===== config.mk =====
export PLATFORM = sky130hd
export DESIGN_NAME = led_string_fault_mon
export DESIGN_NICKNAME = d
export VERILOG_FILES = /design/src/rtl/led_flt_pkg.sv /design/src/rtl/led_lvl_decode.sv /design/src/rtl/led_str_cmp.sv /design/src/rtl/led_fault_rec.sv /design/src/rtl/led_string_fault_mon.sv
export SDC_FILE = /design/constraint.sdc
export NUM_CORES = 1
export LEC_CHECK = 0
export ABC_AREA = 1
export BUFFER_PORTS_ARGS = -buffer_cell sky130_fd_sc_hd__buf_2
export CAP_MARGIN = 30
export CORE_MARGIN = 2
export CORE_UTILIZATION = 59
export DETAILED_ROUTE_END_ITERATION = 12
export GPL_TIMING_DRIVEN = 1
export HOLD_SLACK_MARGIN = 0.1
export PLACE_DENSITY = 0.84
export SLEW_MARGIN = 20
export SYNTH_ARGS = -nofsm -noshare
export SYNTH_HDL_FRONTEND = slang
export SYNTH_SLANG_ARGS = --single-unit

===== constraint.sdc =====
create_clock -name clk -period 1.3 [get_ports clk]
set_input_delay 0.195 -clock clk [delete_from_list [all_inputs] [get_ports clk]]
set_output_delay 0.195 -clock clk [all_outputs]
set_load 0.1 [all_outputs]

===== src/rtl/led_flt_pkg.sv =====
package led_flt_pkg;

  // offset above saturation for the headroom level, in mV
  function automatic logic [10:0] hdr_offset_mv(input logic [2:0] code);
    case (code)
      3'd7:    hdr_offset_mv = 11'd50;
      3'd6:    hdr_offset_mv = 11'd175;
      3'd5:    hdr_offset_mv = 11'd300;
      3'd4:    hdr_offset_mv = 11'd450;
      3'd3:    hdr_offset_mv = 11'd575;
      3'd2:    hdr_offset_mv = 11'd700;
      3'd1:    hdr_offset_mv = 11'd875;
      default: hdr_offset_mv = 11'd1000;
    endcase
  endfunction

  // window width above the headroom level, in mV
  function automatic logic [10:0] win_width_mv(input logic [1:0] code);
    case (code)
      2'd0:    win_width_mv = 11'd1000;
      2'd1:    win_width_mv = 11'd750;
      2'd2:    win_width_mv = 11'd500;
      default: win_width_mv = 11'd250;
    endcase
  endfunction

  // short detection threshold, in mV
  function automatic logic [13:0] short_thr_mv(input logic [1:0] code);
    case (code)
      2'd2:    short_thr_mv = 14'd6900;
      2'd3:    short_thr_mv = 14'd10600;
      default: short_thr_mv = 14'd3600;
    endcase
  endfunction

endpackage


===== src/rtl/led_lvl_decode.sv =====
module led_lvl_decode
  import led_flt_pkg::*;
#(
  parameter int MV_W  = 14,
  parameter int LVL_W = MV_W + 2
) (
  input  logic [MV_W-1:0]  vsat_mv,
  input  logic [2:0]       hdr_code,
  input  logic [1:0]       hyst_code,
  input  logic [1:0]       short_code,
  output logic [LVL_W-1:0] hdr_lvl,
  output logic [LVL_W-1:0] win_hi,
  output logic [LVL_W-1:0] short_lvl
);

  logic [LVL_W-1:0] off_ext;
  logic [LVL_W-1:0] wid_ext;

  always_comb begin
    off_ext   = LVL_W'(hdr_offset_mv(hdr_code));
    wid_ext   = LVL_W'(win_width_mv(hyst_code));
    hdr_lvl   = LVL_W'(vsat_mv) + off_ext;
    win_hi    = hdr_lvl + wid_ext;
    short_lvl = LVL_W'(short_thr_mv(short_code));
  end


  always_comb begin
    win_order_chk: assert (win_hi > hdr_lvl)
      else $error("window top not above headroom level");
  end

endmodule


===== src/rtl/led_str_cmp.sv =====
module led_str_cmp #(
  parameter int MV_W  = 14,
  parameter int LVL_W = MV_W + 2
) (
  input  logic [MV_W-1:0]  v_mv,
  input  logic [LVL_W-1:0] hdr_lvl,
  input  logic [LVL_W-1:0] win_hi,
  input  logic [LVL_W-1:0] short_lvl,
  output logic             below_hdr,
  output logic             in_win,
  output logic             above_thr
);

  logic [LVL_W-1:0] v_ext;

  always_comb begin
    v_ext     = LVL_W'(v_mv);
    below_hdr = v_ext < hdr_lvl;
    in_win    = (v_ext >= hdr_lvl) && (v_ext <= win_hi);
    above_thr = v_ext > short_lvl;
  end

endmodule


===== src/rtl/led_fault_rec.sv =====
module led_fault_rec #(
  parameter int NUM_STR = 4
) (
  input  logic               clk,
  input  logic               rst_n,
  input  logic               sample_vld,
  input  logic               det_en,
  input  logic               cluster_mode,
  input  logic               boost_at_max,
  input  logic               clear_flags,
  input  logic [NUM_STR-1:0] below_hdr,
  input  logic [NUM_STR-1:0] in_win,
  input  logic [NUM_STR-1:0] above_thr,
  output logic [NUM_STR-1:0] str_fault,
  output logic               open_flag,
  output logic               short_flag
);

  logic [NUM_STR-1:0] healthy;
  logic [NUM_STR-1:0] new_open;
  logic [NUM_STR-1:0] new_short;
  logic               partner_ok;
  logic               open_gate;
  logic               eval_en;
  logic               upd_en;
  logic [NUM_STR-1:0] fault_d;
  logic               open_d;
  logic               short_d;

  // next-state logic
  always_comb begin
    healthy    = ~str_fault;
    eval_en    = sample_vld && det_en;
    partner_ok = cluster_mode || (|(in_win & healthy));
    open_gate  = cluster_mode || boost_at_max;
    new_open   = below_hdr & healthy & {NUM_STR{open_gate && eval_en}};
    new_short  = above_thr & healthy & {NUM_STR{partner_ok && eval_en}};
    fault_d    = str_fault | new_open | new_short;
    open_d     = (open_flag && !clear_flags) || (|new_open);
    short_d    = (short_flag && !clear_flags) || (|new_short);
    upd_en     = eval_en || clear_flags;
  end

  // registers
  always_ff @(posedge clk or negedge rst_n) begin
    if (!rst_n) begin
      str_fault  <= '0;
      open_flag  <= 1'b0;
      short_flag <= 1'b0;
    end else if (upd_en) begin
      str_fault  <= fault_d;
      open_flag  <= open_d;
      short_flag <= short_d;
    end
  end


  fault_sticky_chk: assert property (@(posedge clk) disable iff (!rst_n)
    (str_fault & $past(str_fault)) == $past(str_fault));


  idle_hold_chk: assert property (@(posedge clk) disable iff (!rst_n)
    !(sample_vld && det_en) |=> $stable(str_fault));


  flag_clear_chk: assert property (@(posedge clk) disable iff (!rst_n)
    (clear_flags && !sample_vld) |=> (!open_flag && !short_flag));


  short_rise_chk: assert property (@(posedge clk) disable iff (!rst_n)
    $rose(short_flag) |-> ($countones(str_fault) > $countones($past(str_fault))));


  open_gate_chk: assert property (@(posedge clk) disable iff (!rst_n)
    (sample_vld && !cluster_mode && !boost_at_max && !clear_flags)
      |=> (open_flag == $past(open_flag)));

endmodule


===== src/rtl/led_string_fault_mon.sv =====
module led_string_fault_mon #(
  parameter int NUM_STR = 4,
  parameter int MV_W    = 14
) (
  input  logic                    clk,
  input  logic                    rst_n,
  input  logic                    sample_vld,
  input  logic [NUM_STR*MV_W-1:0] out_mv,
  input  logic [MV_W-1:0]         vsat_mv,
  input  logic [2:0]              hdr_code,
  input  logic [1:0]              hyst_code,
  input  logic [1:0]              short_code,
  input  logic                    boost_at_max,
  input  logic                    cluster_mode,
  input  logic                    en_disp_flt,
  input  logic                    en_clu_flt,
  input  logic                    clear_flags,
  output logic [NUM_STR-1:0]      str_fault,
  output logic                    open_flag,
  output logic                    short_flag,
  output logic [NUM_STR-1:0]      loop_excl,
  output logic [NUM_STR-1:0]      drive_off
);

  localparam int LVL_W = MV_W + 2;

  logic [LVL_W-1:0]   hdr_lvl;
  logic [LVL_W-1:0]   win_hi;
  logic [LVL_W-1:0]   short_lvl;
  logic [NUM_STR-1:0] below_hdr;
  logic [NUM_STR-1:0] in_win;
  logic [NUM_STR-1:0] above_thr;
  logic               det_en;

  led_lvl_decode #(.MV_W(MV_W), .LVL_W(LVL_W)) u_lvl (
    .vsat_mv   (vsat_mv),
    .hdr_code  (hdr_code),
    .hyst_code (hyst_code),
    .short_code(short_code),
    .hdr_lvl   (hdr_lvl),
    .win_hi    (win_hi),
    .short_lvl (short_lvl)
  );

  for (genvar gi = 0; gi < NUM_STR; gi++) begin : g_str
    led_str_cmp #(.MV_W(MV_W), .LVL_W(LVL_W)) u_cmp (
      .v_mv     (out_mv[gi*MV_W +: MV_W]),
      .hdr_lvl  (hdr_lvl),
      .win_hi   (win_hi),
      .short_lvl(short_lvl),
      .below_hdr(below_hdr[gi]),
      .in_win   (in_win[gi]),
      .above_thr(above_thr[gi])
    );
  end

  always_comb begin
    det_en = cluster_mode ? en_clu_flt : en_disp_flt;
  end

  led_fault_rec #(.NUM_STR(NUM_STR)) u_rec (
    .clk         (clk),
    .rst_n       (rst_n),
    .sample_vld  (sample_vld),
    .det_en      (det_en),
    .cluster_mode(cluster_mode),
    .boost_at_max(boost_at_max),
    .clear_flags (clear_flags),
    .below_hdr   (below_hdr),
    .in_win      (in_win),
    .above_thr   (above_thr),
    .str_fault   (str_fault),
    .open_flag   (open_flag),
    .short_flag  (short_flag)
  );

  always_comb begin
    drive_off = str_fault;
    loop_excl = str_fault & {NUM_STR{!cluster_mode}};
  end


  excl_subset_chk: assert property (@(posedge clk) disable iff (!rst_n)
    (loop_excl & ~drive_off) == '0);


  reset_quiet_chk: assert property (@(posedge clk)
    !rst_n |-> (str_fault == '0 && !open_flag && !short_flag));

endmodule


==> results of run 1 <==
-- cells in the mapped netlist (4+ instances only) --
master / instances / area (sq um)
o211ai_1: 5 / 37.5
o21ai_1: 4 / 20.0
nand3_1: 53 / 265
o21a_1: 5 / 37.5
inv_2: 7 / 26.3
xnor2_1: 6 / 52.6
dfrtp_1: 6 / 150
nand4_1: 23 / 144
ha_1: 158 / 1980
nand2_1: 198 / 743
o21bai_1: 10 / 75.1
a21oi_1: 65 / 325
nand2_4: 5 / 56.3
nor3_1: 10 / 50.1
inv_1: 121 / 454
xor2_1: 9 / 78.8
a211oi_1: 10 / 75.1
nor2_1: 48 / 180
nor4_1: 12 / 75.1
nand2_2: 14 / 87.6
buf_4: 4 / 30.0
o21ai_0: 20 / 100
-- metrics by stage --
step	cells	utilization, %	worst slack, ns	TNS, ns
after CTS	1238	93.0	-2.85	-16.59
after floorplan	830	-	-2.67	-18.36
after detailed placement	1229	88.6	-3.37	-19.48
after global placement	1229	88.6	-3.07	-17.67
-- cells by family after synthesis --
logic type | count (synthesis) | synth area share [%]
AND/OR/NAND/NOR | 380 | 32.6
AO/OA/AOI/OAI | 132 | 14.8
flip-flops | 6 | 2.79
XOR/XNOR | 15 | 2.45
buffers and inverters | 137 | 9.87
adder cells (fa/ha/maj) | 160 | 37.5
-- routing by layer --
layer  GRT overflow  GRT usage, %
met4             15          76.0
met1              0          64.6
met5              0          8.72
met2             22          89.4
met3              0          51.7
-- timing repair --
action / 4_1_cts
endpoints found under the hold margin: 6
endpoints found under the setup margin: 8
resized for setup: 58
hold buffers: 1
buffers inserted: 5
pin swaps: 34
==> flow_metrics.tcl, run 1 <==
set metrics [dict create \
    status "did not finish" \
    synth-seq-cells 6 \
    netlist_instances 830 \
    dp_hpwl_um 18500 \
    grt_max_degree 11 \
    start_util_pct 61.3 \
    clockBufferDepth 2 \
    syn_nets 1075 \
    stop_error "[ERROR GRT-0116] Global routing finished with congestion. Check the congestion regions in the DRC Viewer." \
    syn_avg_cell_area_sq_um 6.47 \
    die_h_um 99.4 \
    core.rowCount 34 \
    cts.sinks 6 \
    numCtsBuffers 3 \
    grt_pass1_vias 9829 \
    synth_cell_types 42 \
    overflow 37 \
    yosysSeqAreaShare_pct 2.79 \
    io_buffers 98 \
    synth-edff-count 0 \
    ys.flop_type "dfrtp_1" \
    grt_usage_pct 68.9 \
    grt_first_pass_wirelength_um 52700 \
    synth-async-reset-ratio_pct 100 \
    stop_stage "global routing (5_1_grt)" \
    die_w_um 99.4 \
    pin_count 99 \
    cts-root-buf "clkbuf_8" \
    synth.cell_area_sq_mm 0.00537 \
    yosys_warnings 0 \
    place_congestion 0.991 \
    ctsHtreeMaxLevel 1 \
    placedInstanceArea_sq_mm 0.00776 \
]
==> run 2: changes to the inputs <==
CORE_UTILIZATION = 40   (was 59)
HOLD_SLACK_MARGIN = not set   (was 0.1)
PLACE_DENSITY = not set   (was 0.84)
PLACE_DENSITY_LB_ADDON = 0.15   (was not set)
==> run 2 against run 1 <==
  * The flow now finishes, with violations (negative setup slack)
  * Synthesized cell count stayed put
  * Area after synthesis stayed put
==> flow_metrics.tcl, run 2 <==
set metrics [dict create \
    grt.busiest_layer "met2" \
    ctsHtreeMaxLevel 1 \
    synth-edff-count 0 \
    slew_headroom_pct 64.4 \
    synth-async-reset-ratio_pct 100 \
    die_w_um 120 \
    slowest_delay_ns 0.51 \
    p_per_area_mw_per_mm2 974 \
    n_fill_cell 1125 \
    finalCritPeriodShare_pct 319 \
    synth_top_family_by_area "adder cells" \
    setup_ws_ns -2.85 \
    synth_cell_types 42 \
    largest-register "u_rec.str_fault" \
    die_h_um 120 \
    tightestPinTransition_ns 0.529 \
    synth.cell_area_sq_mm 0.00537 \
    area_delta_synth_final_pct 61.9 \
    power_mw 8.47 \
    antennaDiodeCount 0 \
    cts_tree "yes" \
    yosys_warnings 0 \
    yosys.area_share.simple_pct 32.6 \
    yosys.area.top_type "ha_1" \
    overflow 0 \
    worstPathRequired_ns 1.46 \
    ys.flop_type "dfrtp_1" \
    placedInstanceArea_sq_mm 0.00789 \
    final_common_cell "buf_4" \
    synth_top_area_share_pct 36.8 \
    core-area_sq_mm 0.0132 \
    num_vias 6696 \
    first_iter_violations 313 \
    grt_max_degree 11 \
    violations "negative setup slack" \
    hold_path.class "input pin to register" \
    dieArea_sq_mm 0.0144 \
    cts-root-buf "clkbuf_16" \
    multi_input_area_sq_mm 0.00527 \
    pin_count 99 \
    muxShareOfSynthArea_pct 0 \
    synthAdderAreaFrac_pct 37.5 \
    yosysSeqAreaShare_pct 2.79 \
    final_cell_mix "buf_4 (214), nand2_1 (186), ha_1 (143)" \
    power.leakage_nw 4.83 \
    drt-total-wl_um 19900 \
    cp_common_cell "nand2_1" \
    grt_usage_pct 27.7 \
    fin_skew_ns 0.000178 \
    io_buffers 98 \
    synth.most_common_cell "nand2_1" \
    max-cap-violations 0 \
    regArea_sq_um 158 \
    dpl.cell_count 1304 \
    grt_util_met1_pct 33.8 \
    place_congestion 0.918 \
    synth_commonest_cells "nand2_1 (198), ha_1 (158), inv_1 (121), a21oi_1 (65), nand3_1 (53)" \
    setup_violations 9 \
    post-route-min-period_ns 4.15 \
    peakVddDrop_v 0.000610 \
    core.rowCount 42 \
    drv_slew 0 \
    hold_viol_final 0 \
    slowest_stage "fa_2" \
    drc 0 \
    synth-compound-area-share_pct 14.8 \
    syn_avg_cell_area_sq_um 6.47 \
    cts.sinks 6 \
    nets 1397 \
    wl_per_cell_um 15.0 \
    antenna_found_initial 0 \
    clkTransAtPathRegs_ns 0.03 \
    synthTopCellsByArea "ha_1 (37%), nand2_1 (14%), inv_1 (8.5%), a21oi_1 (6.1%), nand3_1 (4.9%)" \
    worstSkewPairLatency_ns 0.23 \
    clockBufferDepth 2 \
    drt.antenna.violating_nets 0 \
    arrival_ns 4.31 \
    grt_use_met3_pct 2.47 \
    synth-xor-area-share_pct 2.45 \
    synth-seq-cells 6 \
    first_pass_iters 5 \
    syn_nets 1075 \
    critical_path_class "input pin to register" \
    largest_reg_flops 4 \
    grt_first_pass_wirelength_um 31700 \
    routed_via_density 5.05 \
    start_util_pct 40.7 \
    drive_gt1_share_pct 39.0 \
    numCtsBuffers 3 \
    cp-start-kind "input pin" \
    netlist_instances 830 \
    fin_cells 1326 \
    rsz0062_at_grt "true" \
    status "finished with violations" \
    grt_pass1_vias 6488 \
    dp_hpwl_um 17000 \
    cp_max_fo 4 \
    finalInstanceArea_sq_mm 0.00870 \
    met2_usage_pct 50.1 \
    endpoint_kind "register" \
    largestRegisters "u_rec.str_fault x4, u_rec.open_flag x1, u_rec.short_flag x1" \
    max_freq_mhz 241 \
]
## run 2: layout make-up
cell class | count | area share, %
tap | 176 | 2.53
inverter | 129 | 5.68
multi-input combinational | 687 | 60.6
clock buffer | 3 | 0.863
timing repair buffer | 325 | 28.5
sequential | 6 | 1.81
## run 2: cell families (layout without fill, tap and decap cells)
family          count (synthesis)  in the layout
compound gates                132            132
flops                           6              6
xor+xnor                       15             15
simple gates                  380            380
buf+inv                       137            457
fa+ha+maj                     160            160
## run 2: worst paths after layout
path	to	slack [ns]	cells past startpoint	startpoint
max	u_rec.str_fault[1]	-2.85	29	hdr_code[0]
min	u_rec.short_flag	0.27	4	clear_flags
max reg2reg	u_rec.short_flag	0.04	4	u_rec.str_fault[1]
min reg2reg	u_rec.open_flag	0.52	2	u_rec.open_flag
max in group asynchronous	u_rec.str_fault[2]	0.81	2	rst_n
min in group asynchronous	u_rec.str_fault[2]	0.32	2	rst_n
## run 2: report_power, final
group | switching, mW | internal (mW)
logic | 4.14 | 3.58
registers | 0.0287 | 0.220
clock network | 0.102 | 0.395
## run 2: critical path, delay by kind of cell
family | cells | cell delay [ns]
compound gates | 5 | 0.97
xor+xnor | 1 | 0.25
fa+ha+maj | 4 | 1.29
buf+inv | 5 | 0.66
simple gates | 14 | 0.90
## run 2: routing by layer
metal  routed length, um  part of all wire [%]
met2                9590                    48
met4                 945                   4.8
met3                 813                   4.1
met5                   0                     0
met1                8520                    43
## run 2: per-stage QoR
stage	worst slack [ns]	util (%)	hold WS, ns	TNS, ns
after CTS	-2.78	64.7	0.262	-16.12
after global routing	-3.08	65.9	0.289	-17.92
after global placement	-3.26	59.8	0.0232	-18.88
final	-2.85	65.9	0.272	-16.50
after floorplan	-2.67	-	-0.101	-18.36
after detailed placement	-3.41	59.8	0.0254	-19.63
## run 2: timing repair
| item | CTS | global route |
|---|---|---|
| setup buffers | 13 | 6 |
| pin swaps | 55 | 38 |
| endpoints found under the setup margin | 9 | 11 |
| hold buffers | 1 | 0 |
| hold endpoints to repair | 6 | 0 |
| resized for setup | 85 | 28 |
(Power assumes the default switching activity.)
